<file path="config.mk">
export PLATFORM = sky130hd
export DESIGN_NAME = dual_cmp_timer
export DESIGN_NICKNAME = d
export VERILOG_FILES = /design/src/rtl/tmr_pkg.sv /design/src/rtl/tmr_sync.sv /design/src/rtl/tmr_ctrl.sv /design/src/rtl/tmr_dpath.sv /design/src/rtl/dual_cmp_timer.sv
export SDC_FILE = /design/constraint.sdc
export NUM_CORES = 1
export LEC_CHECK = 0
export CORE_MARGIN = 3
export CORE_UTILIZATION = 53
export CTS_CLUSTER_DIAMETER = 150
export DETAILED_ROUTE_END_ITERATION = 12
export MAX_ROUTING_LAYER = met4
export PLACE_DENSITY = 0.76
export SLEW_MARGIN = 15
export SYNTH_ARGS = -nofsm -noshare
export SYNTH_HDL_FRONTEND = slang
export SYNTH_SLANG_ARGS = --single-unit
</file>
<file path="constraint.sdc">
create_clock -name clk -period 2.4 [get_ports clk]
set_input_delay 0.48 -clock clk [delete_from_list [all_inputs] [get_ports clk]]
set_output_delay 0.48 -clock clk [all_outputs]
set_load 0.005 [all_outputs]
</file>
<file path="src/rtl/tmr_pkg.sv">
package tmr_pkg;
  localparam int unsigned ADDR_W = 3;

  localparam logic [ADDR_W-1:0] A_CTRL = 3'd0;
  localparam logic [ADDR_W-1:0] A_STAT = 3'd1;
  localparam logic [ADDR_W-1:0] A_CNT  = 3'd2;
  localparam logic [ADDR_W-1:0] A_CMPA = 3'd3;
  localparam logic [ADDR_W-1:0] A_CMPB = 3'd4;

  localparam logic [1:0] CLR_NONE = 2'b00;
  localparam logic [1:0] CLR_CMPA = 2'b01;
  localparam logic [1:0] CLR_CMPB = 2'b10;
  localparam logic [1:0] CLR_PIN  = 2'b11;

  localparam logic [2:0] CK_STOP = 3'b000;
  localparam logic [2:0] CK_RISE = 3'b100;
  localparam logic [2:0] CK_FALL = 3'b101;
  localparam logic [2:0] CK_BOTH = 3'b110;
  localparam logic [2:0] CK_RSVD = 3'b111;

  typedef struct packed {
    logic cntEvt;
    logic extClr;
    logic wrCnt;
    logic wrCmpA;
    logic wrCmpB;
    logic wrStat;
    logic rdStat;
  } tmrStrobe_t;
endpackage

</file>
<file path="src/rtl/tmr_sync.sv">
module tmr_sync #(
  parameter int STAGES = 2
) (
  input  logic clk,
  input  logic rstN,
  input  logic d,
  output logic q,
  output logic qPrev
);
  logic [STAGES:0] chain;

  always_ff @(posedge clk or negedge rstN) begin
    if (!rstN) chain <= '0;
    else       chain <= {chain[STAGES-1:0], d};
  end

  assign q     = chain[STAGES-1];
  assign qPrev = chain[STAGES];
endmodule

</file>
<file path="src/rtl/tmr_ctrl.sv">
module tmr_ctrl
  import tmr_pkg::*;
#(
  parameter int DW     = 8,
  parameter int NPRE   = 3,
  parameter int STAGES = 2
) (
  input  logic              clk,
  input  logic              rstN,
  input  logic [ADDR_W-1:0] busAddr,
  input  logic              busWr,
  input  logic              busRd,
  input  logic [DW-1:0]     busWdata,
  input  logic [NPRE-1:0]   preEn,
  input  logic              extClk,
  input  logic              extRst,
  output logic [7:0]        ctrlReg,
  output tmrStrobe_t        stb
);
  logic ckNow, ckOld, rsNow, rsOld;
  logic ckRise, ckFall, rsRise;
  logic [2:0] ckSel;
  logic [1:0] clrMode;
  logic evt;

  tmr_sync #(.STAGES(STAGES)) uClkSync (
    .clk(clk), .rstN(rstN), .d(extClk), .q(ckNow), .qPrev(ckOld));
  tmr_sync #(.STAGES(STAGES)) uRstSync (
    .clk(clk), .rstN(rstN), .d(extRst), .q(rsNow), .qPrev(rsOld));

  assign ckRise  = ckNow & ~ckOld;
  assign ckFall  = ~ckNow & ckOld;
  assign rsRise  = rsNow & ~rsOld;
  assign ckSel   = ctrlReg[2:0];
  assign clrMode = ctrlReg[4:3];

  always_ff @(posedge clk or negedge rstN) begin
    if (!rstN)                          ctrlReg <= '0;
    else if (busWr && busAddr == A_CTRL) ctrlReg <= busWdata[7:0];
  end

  always_comb begin
    evt = 1'b0;
    case (ckSel)
      CK_RISE: evt = ckRise;
      CK_FALL: evt = ckFall;
      CK_BOTH: evt = ckRise | ckFall;
      default: begin
        for (int i = 0; i < NPRE; i++)
          if (ckSel == 3'(i + 1)) evt = preEn[i];
      end
    endcase
  end

  always_comb begin
    stb.cntEvt = evt;
    stb.extClr = (clrMode == CLR_PIN) && rsRise;
    stb.wrCnt  = busWr && (busAddr == A_CNT);
    stb.wrCmpA = busWr && (busAddr == A_CMPA);
    stb.wrCmpB = busWr && (busAddr == A_CMPB);
    stb.wrStat = busWr && (busAddr == A_STAT);
    stb.rdStat = busRd && (busAddr == A_STAT);
  end


  stopped_no_count_chk: assert property (@(posedge clk) disable iff (!rstN)
    stb.cntEvt |-> (ckSel != CK_STOP && ckSel != CK_RSVD));


  edge_src_chk: assert property (@(posedge clk) disable iff (!rstN)
    (ckSel == CK_RISE && stb.cntEvt) |-> (ckNow && !ckOld));
endmodule

</file>
<file path="src/rtl/tmr_dpath.sv">
module tmr_dpath
  import tmr_pkg::*;
#(
  parameter int DW = 8
) (
  input  logic              clk,
  input  logic              rstN,
  input  tmrStrobe_t        stb,
  input  logic [DW-1:0]     wdata,
  input  logic [7:0]        ctrlReg,
  input  logic [ADDR_W-1:0] busAddr,
  output logic [DW-1:0]     rdata,
  output logic [2:0]        flags
);
  localparam int NFLAG = 3;
  localparam int FLAG_LSB = 5;
  localparam logic [DW-1:0] CNT_MAX = '1;

  logic [DW-1:0] cnt, cmpA, cmpB, cntNext;
  logic matchA, matchB, matchADly, matchBDly;
  logic clrOnEvt, wrapSet;
  logic [1:0] clrMode;
  logic [NFLAG-1:0] armed, setEv, clrReq, flagNext;
  logic [7:0] statRd;

  assign clrMode = ctrlReg[4:3];
  assign matchA  = (cnt == cmpA);
  assign matchB  = (cnt == cmpB);
  assign clrOnEvt = (clrMode == CLR_CMPA && matchA) || (clrMode == CLR_CMPB && matchB);
  assign wrapSet = stb.cntEvt && !stb.wrCnt && !stb.extClr && !clrOnEvt && (cnt == CNT_MAX);

  always_comb begin
    if (stb.wrCnt)       cntNext = wdata;
    else if (stb.extClr) cntNext = '0;
    else if (stb.cntEvt) cntNext = clrOnEvt ? '0 : cnt + DW'(1);
    else                 cntNext = cnt;
  end

  // flag order {B, A, overflow}, matching status bits 7..5
  assign setEv = {matchB & ~matchBDly, matchA & ~matchADly, wrapSet};

  for (genvar g = 0; g < NFLAG; g++) begin : gFlag
    assign clrReq[g]   = stb.wrStat & armed[g] & ~wdata[FLAG_LSB+g];
    assign flagNext[g] = setEv[g] | (flags[g] & ~clrReq[g]);
  end

  always_ff @(posedge clk or negedge rstN) begin
    if (!rstN) begin
      cnt       <= '0;
      cmpA      <= '0;
      cmpB      <= '0;
      matchADly <= 1'b1;
      matchBDly <= 1'b1;
      flags     <= '0;
      armed     <= '0;
    end else begin
      cnt       <= cntNext;
      matchADly <= matchA;
      matchBDly <= matchB;
      flags     <= flagNext;
      if (stb.wrCmpA) cmpA <= wdata;
      if (stb.wrCmpB) cmpB <= wdata;
      if (stb.wrStat)      armed <= '0;
      else if (stb.rdStat) armed <= armed | flags;
    end
  end

  assign statRd = {flags, 5'b0};

  always_comb begin
    case (busAddr)
      A_CTRL:  rdata = DW'(ctrlReg);
      A_STAT:  rdata = DW'(statRd);
      A_CNT:   rdata = cnt;
      A_CMPA:  rdata = cmpA;
      A_CMPB:  rdata = cmpB;
      default: rdata = '0;
    endcase
  end


  cnt_write_wins_chk: assert property (@(posedge clk) disable iff (!rstN)
    stb.wrCnt |=> cnt == $past(wdata));


  plain_increment_chk: assert property (@(posedge clk) disable iff (!rstN)
    (stb.cntEvt && !stb.wrCnt && !stb.extClr && clrMode == CLR_NONE)
      |=> cnt == $past(cnt) + DW'(1));


  pin_clear_chk: assert property (@(posedge clk) disable iff (!rstN)
    (stb.extClr && !stb.wrCnt) |=> cnt == '0);


  ovf_only_on_wrap_chk: assert property (@(posedge clk) disable iff (!rstN)
    $rose(flags[0]) |-> $past(cnt) == CNT_MAX);


  flag_sticky_chk: assert property (@(posedge clk) disable iff (!rstN)
    (flags[1] && !stb.wrStat) |=> flags[1]);
endmodule

</file>
<file path="src/rtl/dual_cmp_timer.sv">
module dual_cmp_timer
  import tmr_pkg::*;
#(
  parameter int DW     = 8,
  parameter int NPRE   = 3,
  parameter int STAGES = 2
) (
  input  logic              clk,
  input  logic              rstN,
  input  logic [ADDR_W-1:0] busAddr,
  input  logic              busWr,
  input  logic              busRd,
  input  logic [DW-1:0]     busWdata,
  output logic [DW-1:0]     busRdata,
  input  logic [NPRE-1:0]   preEn,
  input  logic              extClk,
  input  logic              extRst,
  output logic              irqCmpB,
  output logic              irqCmpA,
  output logic              irqOvf
);
  logic [7:0] ctrlReg;
  tmrStrobe_t stb;
  logic [2:0] flags;

  tmr_ctrl #(.DW(DW), .NPRE(NPRE), .STAGES(STAGES)) uCtrl (
    .clk(clk), .rstN(rstN), .busAddr(busAddr), .busWr(busWr), .busRd(busRd),
    .busWdata(busWdata), .preEn(preEn), .extClk(extClk), .extRst(extRst),
    .ctrlReg(ctrlReg), .stb(stb));

  tmr_dpath #(.DW(DW)) uDpath (
    .clk(clk), .rstN(rstN), .stb(stb), .wdata(busWdata), .ctrlReg(ctrlReg),
    .busAddr(busAddr), .rdata(busRdata), .flags(flags));

  assign irqCmpB = flags[2] & ctrlReg[7];
  assign irqCmpA = flags[1] & ctrlReg[6];
  assign irqOvf  = flags[0] & ctrlReg[5];


  irq_needs_flag_chk: assert property (@(posedge clk) disable iff (!rstN)
    $rose(irqOvf) |-> (flags[0] || $past(flags[0])));
endmodule

</file>
==> results of run 1 <==
## routing by layer
metal  vias up  global-route usage  share of wire
met4         0              0.0971          0.019
met2        57               0.370           0.47
li1        965                   -              -
met5         -                   -              0
met1       992               0.325           0.45
met3        10              0.0435          0.057
## flip-flops by register name (all words and copies together) (netlist names)
register and cells:
uDpath.flags 3, uDpath.cmpB 8, uCtrl.uRstSync.chain 3, uDpath.matchBDly 1
uDpath.armed 3, uDpath.cmpA 8, uCtrl.uClkSync.chain 3, uDpath.cnt 8
uCtrl.ctrlReg 8, uDpath.matchADly 1
## what timing repair did
item	in CTS	in global routing
cloned	0	0
resized for setup	13	5
hold endpoints to repair	3	0
hold buffers	1	0
pin swaps	1	0
buffers inserted	5	0
setup endpoints to repair	8	3
## synth_stat cells (4+ instances only)
| master | n |
|---|---|
| nand3_1 | 10 |
| nand2_1 | 20 |
| nor2_1 | 16 |
| mux2i_1 | 13 |
| buf_2 | 5 |
| inv_1 | 7 |
| o21ai_0 | 10 |
| mux2_2 | 24 |
| a21oi_1 | 15 |
| xor2_1 | 17 |
| dfrtp_1 | 44 |
| clkbuf_1 | 7 |
| nor4_1 | 4 |
| nand2b_1 | 4 |
## cells by family (layout without fill, tap and decap cells)
family	Yosys count	count (layout)
XOR/XNOR	17	17
multiplexers	38	38
flip-flops	46	46
AND/OR/NAND/NOR	77	77
buffers and inverters	22	77
adder cells (fa/ha/maj)	3	3
AO/OA/AOI/OAI	40	40
## power groups by stage
stage	combinational [uW]	sequential (uW)	clock (uW)
finish	769	1240	444
global route	857	1260	490
detailed placement	768	1250	0
floorplan	626	1090	0
CTS	774	1230	457
global placement	749	1240	0
## critical path, delay by kind of cell
family | cells | cell delay (ps)
buffers and inverters | 5 | 1180
AOI/OAI and AO/OA | 1 | 180
## stage by stage
step	utilization	total power, uW	std cells	setup TNS (ps)	setup slack, ps
6_report	0.709	2450	350	0	85.8
2_1_floorplan	-	1720	243	0	371
3_3_place_gp	0.677	1990	336	-2290	-255
3_5_place_dp	0.677	2020	336	-2260	-243
5_1_grt	0.709	2610	350	0	12.2
4_1_cts	0.706	2470	350	0	30.3
## layout make-up
cell class / count / area [sq um]
clock buffers: 8 / 80.1
fillers: 345 / 1310
inverters: 7 / 26.3
multi-input cells: 175 / 1310
flip-flops and latches: 46 / 1150
well taps: 52 / 65.1
repair buffers: 62 / 554
## worst min path at each step
stage | from | end | cells after the start
final | uCtrl.uClkSync.chain[0]$_DFF_PN0_ | uCtrl.uClkSync.chain[1]$_DFF_PN0_ | 0
after global routing | uCtrl.uClkSync.chain[0]$_DFF_PN0_ | uCtrl.uClkSync.chain[1]$_DFF_PN0_ | 0
after CTS | uCtrl.uClkSync.chain[0]$_DFF_PN0_ | uCtrl.uClkSync.chain[1]$_DFF_PN0_ | 0
after detailed placement | rstN | uDpath.cnt[6]$_DFFE_PN0P_ | 1
after global placement | rstN | uDpath.cnt[6]$_DFFE_PN0P_ | 1
after floorplan | rstN | uCtrl.ctrlReg[0]$_DFFE_PN0P_ | 0
==> flow_summary.json, run 1 <==
{
  "run_status": "finished clean",
  "synthXorXnorAreaFrac": 0.0585,
  "grt_max_degree": 25,
  "worst_path_largest_cell_delay_ps": 450,
  "post_synth_main_area_contributors": "dfrtp_1, mux2_2, xor2_1, mux2i_1, a21oi_1",
  "route.vias.total": 2024,
  "cts_sinks": 46,
  "drive_above_1_share": 0.252,
  "fin_hold_ws_ps": 358,
  "globalplace.congestion": 0.906,
  "r2r-start": "uCtrl.uClkSync.chain[2]$_DFF_PN0_",
  "synth_compound_gate_area_share": 0.102,
  "die_h_microns": 75.3,
  "postSynthNetCount": 266,
  "ant_nets": 0,
  "first_global_vias": 2058,
  "r2r_cells": 8,
  "max_freq_ghz": 0.432,
  "syn_to_final_growth_pct": 25.5,
  "worst_path_max_delay_cell": "clkdlybuf4s50_1",
  "final_common_cell": "dfrtp_1",
  "synth_seq_cells": 46,
  "initial_core_utilization": 0.565,
  "placed_area_sq_mm": 0.00305,
  "cell_area_after_technology_mapping_sq_mm": 0.00254,
  "die_w_microns": 75.3,
  "nets": 320,
  "synth-edff-count": 0,
  "avgSynthCellArea_sq_um": 10.5,
  "port-buffer-count": 30,
  "clock_insertion_delay_worst_skew_ps": 300,
  "criticalPathCategory": "primary input to primary output",
  "seq_power_share": 0.505,
  "timing.final.hold_violations": 0,
  "timing.final.crit_period_ps": 2310,
  "cts_tree": "built",
  "hpwl_microns": 4550,
  "cellLeakagePower_uw": 0.00146,
  "route.detailed.drc": 0,
  "placementRows": 24,
  "cell_internal_pwr_uw": 1590,
  "antenna_cells_inserted": 0,
  "wirelength_microns": 6130,
  "maxCapViolations": 0,
  "cts_inserted_buffers": 5,
  "grt_first_pass_wirelength_microns": 9920,
  "post-synth-top-area-fraction": 0.433,
  "hp-class": "register to register",
  "critPathArrivalTime_ps": 1830,
  "worstPathCellList": "clkdlybuf4s50_1 -> buf_6 -> buf_4 -> buf_4 -> o21ai_0 -> dlygate4sd2_1",
  "maximum_vdd_drop_mv": 0.557,
  "critical_path.startpoint": "busAddr[0]",
  "max_slew.worst_pin.slew_ps": 447,
  "setup_violations": 0,
  "synth_cell_type_count": 42,
  "yosys.area.top_type": "dfrtp_1",
  "reg2reg_setup_slack_ps": 230,
  "synthesis.instances": 243,
  "worst-endpoint-required_ps": 1920,
  "yosysSeqAreaShare": 0.453,
  "post_synth_adder_cell_area": 0.0147,
  "area_enclosed_by_the_die_boundary_sq_mm": 0.00567,
  "relSlewSlack": 0.698,
  "synthFlopType": "dfrtp_1",
  "design_area_sq_mm": 0.00319,
  "r2r_end": "uDpath.cnt[3]$_DFFE_PN0P_",
  "clock_tree.htree_level_count": 2,
  "cts_root_cell": "clkbuf_8",
  "number_of_iterations_in_the_first_detailed_routing_pass": 4,
  "routed_via_density": 5.78,
  "placeableCoreArea_sq_mm": 0.00450,
  "clockPowerShare": 0.181,
  "crit_path_end": "busRdata[0]",
  "power.share.switching": 0.350,
  "power_density_mw_per_mm2": 768,
  "antenna_found_initial": 0,
  "synth.mux.area_fraction": 0.166,
  "main_combinational_cell_family_by_area_after_synthesis": "simple AND/OR/NAND/NOR gates",
  "critPathLaunchType": "primary input",
  "total_count_of_max_transition_violations_in_the_final_report": 0,
  "wl_per_cell_microns": 17.5,
  "clk_pin_slew_worst_paths_ps": 70,
  "skew_ps": 10.3,
  "most_frequent_cells_in_the_layout": "dfrtp_1, buf_4, mux2_2",
  "critPathMostFrequentCell": "buf_4",
  "combined_global_route_utilization_of_all_metal_layers": 0.244,
  "power.switching_uw": 859,
  "p_comb_frac": 0.314,
  "io-pin-count": 31,
  "cp_max_fo": 7,
  "cts_buffer_depth": 2,
  "critical_path.endpoint_type": "primary output",
  "fin_crit_sh": 0.964,
  "ys.warnings.count": 0,
  "async_flop_share": 1.00,
  "grt_overflow_total": 0,
  "synth-simple-area-share": 0.168,
  "rsz0062_at_grt": "no",
  "dr.first_iter.drc_count": 126
}
No activity file was read; power rests on OpenSTA's default activity.
==> inputs of run 2 (changes only) <==
- CORE_ASPECT_RATIO: unset -> 0.7
- clock period: 2.4 -> 2.9 ns (I/O delays scaled with it)
==> flow_summary.json, run 2 (same netlist as run 1, synthesis figures left out) <==
{
  "run_status": "finished clean",
  "grt_first_pass_wirelength_microns": 9910,
  "nets": 303,
  "setup_violations": 0,
  "hpwl_microns": 4630,
  "worst-endpoint-required_ps": 2320,
  "max_freq_ghz": 0.354,
  "max_slew.worst_pin.slew_ps": 703,
  "timing.final.hold_violations": 0,
  "ant_nets": 0,
  "critPathArrivalTime_ps": 2240,
  "cts_buffer_depth": 2,
  "cp_max_fo": 9,
  "route.detailed.drc": 0,
  "worst_path_largest_cell_delay_ps": 540,
  "globalplace.congestion": 0.955,
  "drive_above_1_share": 0.210,
  "timing.final.crit_period_ps": 2820,
  "first_global_vias": 1911,
  "critical_path.startpoint": "busAddr[1]",
  "area_enclosed_by_the_die_boundary_sq_mm": 0.00568,
  "initial_core_utilization": 0.568,
  "maxCapViolations": 0,
  "total_count_of_max_transition_violations_in_the_final_report": 0,
  "grt_max_degree": 28,
  "antenna_found_initial": 0,
  "number_of_iterations_in_the_first_detailed_routing_pass": 4,
  "rsz0062_at_grt": "no",
  "fin_crit_sh": 0.974,
  "skew_ps": 5.68,
  "cts_root_cell": "clkbuf_8",
  "clk_pin_slew_worst_paths_ps": 80,
  "route.vias.total": 1983,
  "die_w_microns": 88.8,
  "combined_global_route_utilization_of_all_metal_layers": 0.238,
  "hp-class": "primary input to asynchronous set/reset pin",
  "final_common_cell": "dfrtp_1",
  "cts_sinks": 46,
  "nFillCells": 357,
  "die_h_microns": 64.0,
  "io-pin-count": 31,
  "most_frequent_cells_in_the_layout": "dfrtp_1, clkdlybuf4s50_1, mux2_2",
  "cellLeakagePower_uw": 0.00132,
  "wl_per_cell_microns": 17.9,
  "power_density_mw_per_mm2": 665,
  "dr.first_iter.drc_count": 128,
  "maximum_vdd_drop_mv": 0.378,
  "r2r-start": "uCtrl.uClkSync.chain[1]$_DFF_PN0_",
  "placementRows": 20,
  "placeableCoreArea_sq_mm": 0.00448,
  "grt_overflow_total": 0,
  "path_delay_family": "buffers and inverters",
  "routed_via_density": 5.90,
  "worst_path_max_delay_cell": "clkdlybuf4s50_1",
  "wirelength_microns": 6000,
  "criticalPathCategory": "primary input to primary output",
  "critPathLaunchType": "primary input",
  "antenna_cells_inserted": 0,
  "worstPathCellList": "clkdlybuf4s50_1 -> buf_4 -> nand2_1 -> nor2_1 -> nand2_1 -> o21ai_0 -> clkdlybuf4s50_1",
  "cts_inserted_buffers": 5,
  "clock_insertion_delay_worst_skew_ps": 290,
  "final_layout_setup_total_negative_slack_ps": 0,
  "port-buffer-count": 30,
  "clock_tree.htree_level_count": 2,
  "finish.utilization": 0.685,
  "relSlewSlack": 0.525,
  "syn_to_final_growth_pct": 20.6,
  "cts_tree": "built",
  "critical_path.endpoint_type": "primary output",
  "path_buf_inv": 3
}
==> run 2: final timing paths <==
check,depth (start not counted),endpoint,slack [ps]
min,1,uDpath.cnt[3]$_DFFE_PN0P_,290
max reg2reg,7,uDpath.cnt[6]$_DFFE_PN0P_,720
max in group asynchronous,2,uDpath.matchADly$_DFF_PN1_,1940
min in group clk,0,uCtrl.uRstSync.chain[1]$_DFF_PN0_,350
min reg2reg,0,uCtrl.uRstSync.chain[1]$_DFF_PN0_,350
max,7,busRdata[4],80
==> run 2: per-stage QoR <==
stage	hold WS [ps]	setup slack, ps	total power (uW)	instance area [sq um]	std cells
after detailed placement	338	68.8	1650	2950	325
after CTS	311	58.0	2040	3040	333
after global placement	333	79.7	1620	2950	325
after floorplan	284	691	1420	2540	243
final	289	75.1	2040	3070	336
after global routing	328	4.72	2180	3070	336
==> run 2: where the power goes <==
| group | switching [uW] | leakage, uW | total (uW) | internal [uW] |
|---|---|---|---|---|
| Clock | 198 | 0.0000482 | 390 | 192 |
| Sequential | 241 | 0.000546 | 1030 | 793 |
| Combinational | 269 | 0.000730 | 617 | 348 |
==> run 2: repair_timing <==
item | CTS | global route
resized for setup | 0 | 3
buffers inserted | 0 | 3
endpoints found under the setup margin | 0 | 4
hold buffers | 0 | 0
==> run 2: cell type report <==
cell class              instances  area, sq um  share of cell area
multi-input cells             175         1300               0.425
flip-flops and latches         46         1150               0.376
repair buffers                 45          424               0.138
clock buffers                   7         86.3              0.0281
well taps                      55         68.8              0.0224
inverters                       7         26.3             0.00856
clock inverters                 1         5.00             0.00163
==> run 2: routing by layer <==
layer / global-route usage / vias to the layer above / routed length [microns]
met5: - / - / 0
met4: 0.0377 / 0 / 37
met3: 0.0477 / 4 / 403
met2: 0.312 / 56 / 2560
met1: 0.381 / 994 / 3000
li1: - / 929 / -
==> run 2: worst reg2reg max path, cell delays in order, from the launching register on <==
cell and delay, ps:
dfrtp_1 410, ha_1 280, or2_1 210, mux4_2 540
nor2_1 230, nand3_1 120, xor2_1 150, o21ai_0 170
